File: config.mk
export PLATFORM = sky130hd
export DESIGN_NAME = bscan_chain
export DESIGN_NICKNAME = d
export VERILOG_FILES = /design/src/rtl/bscan_chain.sv
export SDC_FILE = /design/constraint.sdc
export NUM_CORES = 1
export LEC_CHECK = 0
export ABC_CLOCK_PERIOD_IN_PS = 1800
export BUFFER_PORTS_ARGS = -buffer_cell sky130_fd_sc_hd__buf_2
export CORE_AREA = 8 8 57 59
export DETAILED_ROUTE_END_ITERATION = 8
export DIE_AREA = 0 0 65 67
export PLACE_DENSITY = 0.64
export SYNTH_ARGS = -nofsm -noshare
export SYNTH_HDL_FRONTEND = slang
export SYNTH_SLANG_ARGS = --single-unit
File: constraint.sdc
create_clock -name clk -period 1.8 [get_ports clk]
set_input_delay 0 -clock clk [delete_from_list [all_inputs] [get_ports clk]]
set_output_delay 0 -clock clk [all_outputs]
set_load 0.005 [all_outputs]
File: src/rtl/bscan_chain.sv
module bscan_chain #(
  parameter int CELLS = 8,
  parameter logic [CELLS-1:0] OUT_MASK = 8'hF0
) (
  input  logic             clk,
  input  logic             rst_n,
  input  logic             clk_en,
  input  logic             shift_en,
  input  logic             upd_en,
  input  logic             ext_mode,
  input  logic             int_mode,
  input  logic             scan_in,
  output logic             scan_out,
  input  logic [CELLS-1:0] par_in,
  output logic [CELLS-1:0] par_out
);

  logic [CELLS-1:0] cap_q, upd_q, sel;
  logic             shifting;

  assign shifting = clk_en & shift_en;
  assign scan_out = cap_q[CELLS-1];

  always_ff @(posedge clk or negedge rst_n) begin
    if (!rst_n) begin
      cap_q <= '0;
    end else if (clk_en) begin
      if (shift_en) begin
        cap_q[0] <= scan_in;
        for (int i = 1; i < CELLS; i++) cap_q[i] <= cap_q[i-1];
      end else begin
        cap_q <= par_in;
      end
    end
  end

  always_ff @(posedge clk or negedge rst_n) begin
    if (!rst_n) upd_q <= '0;
    else if (upd_en && !shifting) upd_q <= cap_q;
  end

  for (genvar g = 0; g < CELLS; g++) begin : g_cell
    if (OUT_MASK[g]) begin : g_out
      assign sel[g] = ext_mode;
    end else begin : g_in
      assign sel[g] = int_mode;
    end
    assign par_out[g] = sel[g] ? upd_q[g] : par_in[g];
  end

  AST_SHIFT_SERIAL: assert property (@(posedge clk) disable iff (!rst_n)
    shifting |=> cap_q[0] == $past(scan_in)) else $error("shift entry");
  AST_CAPTURE_PAR: assert property (@(posedge clk) disable iff (!rst_n)
    (clk_en && !shift_en) |=> cap_q == $past(par_in)) else $error("capture");
  AST_UPD_COPY: assert property (@(posedge clk) disable iff (!rst_n)
    (upd_en && !shifting) |=> upd_q == $past(cap_q)) else $error("update");
  AST_UPD_HOLD: assert property (@(posedge clk) disable iff (!rst_n)
    !upd_en |=> $stable(upd_q)) else $error("update hold");
  AST_CAP_HOLD: assert property (@(posedge clk) disable iff (!rst_n)
    !clk_en |=> $stable(cap_q)) else $error("capture hold");
  AST_NO_UPD_SHIFT: assert property (@(posedge clk) disable iff (!rst_n)
    shifting |=> $stable(upd_q)) else $error("update during shift");

endmodule

Yosys cells after proc, flatten, opt, wreduce, memory -nomap -nowiden
Cells that the tools add are included.
{ "word_totals": {"input_bits": 16, "wordCells": 14, "reg_bits": 16, "out_inout_bits": 9} }
{ "op_classes": {"muxes": 9, "reduce_logical": 2, "n_bitwise": 1} }
{ "op_table": {"columns": ["operator", "n"], "rows": [
  ["2-to-1 mux 1 bit", 8],
  ["2-to-1 mux 8 bit", 1],
  ["AND 1 bit", 1],
  ["logical AND 1 bit", 1],
  ["zero test 1 bit", 1]
]} }

Longest topological paths before layout
{ "depth": {"word_depth": 3, "depth_mapped": 4} }

Worst setup path after synthesis
Ideal clock, no wire load.
{ "synth_path": {"path_type": "input to register", "startpoint": "in shift_en", "endpoint": "reg upd_q[0]", "slack_ps": 964, "setup_ps": 125, "t_arrival_ps": 711, "t_required_ps": 1675, "path_stages": 3, "n_path_buf": 1, "cell_sequence": "buf_6 -> a21boi_4 -> mux2_2"} }
{ "synth_via": {"elab_chain_len": 3} }
{ "synth_lines": {"columns": ["item", "line", "source"], "rows": [
  ["start: declaration", "8", "input logic shift_en,"],
  ["AND 1 bit", "21", "assign shifting = clk_en & shift_en;"],
  ["zero test 1 bit", "39", "else if (upd_en && !shifting) upd_q <= cap_q;"],
  ["logical AND 1 bit", "39", null],
  ["end signal: assignment", "39", null],
  ["end: declaration", "18", "logic [CELLS-1:0] cap_q, upd_q, sel;"]
]} }
Every way passes these cells.
A chain may end at the register's enable or synchronous reset.

Worst setup path after layout
{ "layout_path": {"startpoint": "reg upd_q[3]", "endpoint": "out par_out[3]"} }
{ "layout_via": {"elab_chain_len": 1} }
{ "layout_lines": {"columns": ["item", "line", "source"], "rows": [
  ["2-to-1 mux 1 bit", "48", "assign par_out[g] = sel[g] ? upd_q[g] : par_in[g];"],
  ["end: declaration", "15", "output logic [CELLS-1:0] par_out"]
]} }
Every way passes these cells.

==> flow_metrics.py <==
metrics = {
    "drt": {
        "met1_length_um": 780,
        "routed.top_layer": "met4",
        "wire_per_inst_um": 13.66,
        "dr_wl_met2_um": 717,
        "antenna_left": 0,
        "via_per_inst": 4.574,
        "wirelength_mm": 1.571,
        "dr.pass1.iters": 4,
        "vias": 526,
        "drc_errors": 0,
        "drt-initial-drc-count": 9,
        "routed-wl-met3_um": 44,
    },
    "worst_setup_path": {
        "path_cells": "mux2_2, buf_2",
        "end_kind": "primary output",
        "critPathArrivalTime_ns": 1.05,
        "required_ns": 1.80,
        "crit_fanout": 2,
        "start_kind": "register",
        "slowest_delay_ns": 0.39,
        "worstSetupPathType": "register to primary output",
        "crit_path_top_delay_cell": "dfrtp_1",
    },
    "global_route": {
        "grt_pass1_vias": 588,
        "grt_max_degree": 18,
        "track_usage_pct": 7.751,
        "overflow": 0,
        "grt_pass1_wl_mm": 2.649,
        "antenna_found_initial": 0,
    },
    "power": {
        "clkPwrFrac_pct": 21.8,
        "p_int_mw": 0.6026,
        "p_per_area_nw_per_um2": 863.1,
        "combinationalPowerShare_pct": 22.4,
        "switching_share_pct": 25.70,
        "p_sw_mw": 0.2084,
        "ir_worst_vdd_mv": 0.4050,
        "leakage_nw": 0.4247,
        "seq_power_share_pct": 55.8,
    },
    "final_layout": {
        "finalCoreUtilization_pct": 39.74,
        "nNetsFinal": 103,
        "syn2layout_area_growth_pct": 20.93,
        "drive_gt1_share_pct": 51.76,
        "num_antenna_cells": 0,
    },
    "sta": {
        "fin_skew_ns": 0.01014,
        "setup_viol": 0,
        "hold_viol": 0,
        "worst_slew_pin_slew_ns": 0.3487,
        "hold_slack_ns": 0.02071,
        "drv_slew": 0,
        "tns_ns": 0,
        "rsz0062_at_grt": "no",
        "fmaxAchievable_mhz": 949.8,
        "layout_min_cycle_time_ns": 1.053,
        "max-slew-margin-rel_pct": 76.76,
        "fin_crit_sh_pct": 58.49,
    },
    "cts": {
        "h-tree-depth": 1,
        "cts_tree": "done",
        "cts_sinks": 16,
        "ctsHoldBuffers": 1,
        "cts_buffer_depth": 2,
        "clkTransAtPathRegs_ns": 0.09,
        "post-cts-setup-buffer-count": 0,
        "insertion_delay_ns": 0.28,
        "clock-root-buffer": "clkbuf_4",
        "cts_inserted_buffers": 3,
        "cts-resized-gates": 0,
    },
    "logic_synthesis": {
        "synth_edf_count": 0,
        "syn_nets": 76,
        "synth_commonest_cells": "16 x dfrtp_1, 16 x mux2_2, 8 x a21oi_1, 8 x mux2i_1, 8 x nor2_1",
        "synth.top_cell.area_share_pct": 51.53,
        "synthCells": 60,
        "ys_warn_count": 0,
        "synth_top_area_cell": "dfrtp_1",
        "synth-seq-area-share_pct": 51.53,
        "avgSynthCellArea_sq_um": 12.95,
        "synthFlopType": "dfrtp_1",
        "ys_top_cells_by_area": "dfrtp_1 52%, mux2_2 23%, mux2i_1 10%",
        "ys_types": 8,
        "synth_area_sq_um": 777.0,
        "async_flop_share_pct": 100.0,
        "ys_ff_latch": 16,
    },
    "floorplan": {
        "die_w_um": 65,
        "start_util_pct": 32.86,
        "rows": 18,
        "die_area_sq_um": 4355,
        "die_h_um": 67,
        "fp.coreArea_sq_um": 2365,
        "num_io_pins": 25,
    },
    "placement": {
        "portBuffers": 24,
        "place_congestion": 0.6776,
    },
    "flow_run": {
        "maxCapViolations": 0,
    },
    "run_status": {
        "outcome": "completed",
    },
    "worst_hold_path": {
        "hold_path_class": "input pin to register",
    },
}
-- worst max-delay path: cells and delay by family (launching register included) --
family / cells / cell delay, ns
flops: 1 / 0.39
buf+inv: 1 / 0.12
mux: 1 / 0.26
-- power by group through the flow --
stage          Sequential (mW)  Clock, mW  Combinational (mW)
2_1_floorplan            0.449          0               0.119
4_1_cts                  0.453      0.188               0.186
3_3_place_gp             0.458          0               0.180
5_1_grt                  0.460      0.204               0.201
3_5_place_dp             0.461          0               0.184
6_report                 0.452      0.177               0.182
-- cell families (layout without fill, tap and decap cells) --
logic type / Yosys count / in the layout / share of synthesized area, %
muxes: 24 / 24 / 33.49
DFF: 16 / 16 / 51.53
AOI/OAI and AO/OA: 9 / 9 / 7.569
and+or+nand+nor: 8 / 8 / 3.865
buffers and inverters: 3 / 28 / 3.542
-- registers in the layout, indices dropped and copies added, names as in the netlist --
register / count
upd_q: 8
cap_q: 8
-- final timing paths --
path | start | end | slack (ns) | depth (start not counted)
max in group asynchronous | rst_n | cap_q[7] | 1.39 | 2
min in group asynchronous | rst_n | cap_q[3] | 0.15 | 2
max | upd_q[3] | par_out[3] | 0.75 | 2
min reg2reg | upd_q[4] | upd_q[4] | 0.51 | 1
max reg2reg | cap_q[3] | upd_q[3] | 1.01 | 1
min | scan_in | cap_q[0] | 0.02 | 3
-- routing by layer --
metal	vias up	track usage, %
met3	4	1.678
li1	266	-
met1	239	9.524
met4	0	4.905
met5	-	0
met2	17	12.05
-- final cells by class --
cell class,count,area [sq um]
Clock buffer,3,22.52
Fill cell,241,1425
Multi-Input combinational cell,41,349.1
Sequential cell,16,400.4
Tap cell,30,37.54
Timing Repair Buffer,25,130.1
-- metrics by stage --
| stage | std cells | cell area (sq um) | power, mW | worst slack, ns |
|---|---|---|---|---|
| finish | 115 | 939.7 | 0.8110 | 0.7472 |
| global route | 115 | 939.7 | 0.8655 | 0.7037 |
| CTS | 115 | 939.7 | 0.8271 | 0.7289 |
| detailed placement | 111 | 907.1 | 0.6450 | 0.7532 |
| global placement | 111 | 907.1 | 0.6376 | 0.7742 |
| floorplan | 60 | 777.0 | 0.5675 | 0.9640 |
-- cell usage in the layout (no fill, tap or decap), drive strengths merged --
cell / Yosys / layout
buf: 3 / 24
mux2i: 8 / 8
clkbuf: 0 / 3
a21oi: 8 / 8
dlygate4sd3: 0 / 1
nor2: 8 / 8
dfrtp: 16 / 16
a21boi: 1 / 1
mux2: 16 / 16
Note: power is estimated with default switching activity, not from simulation.
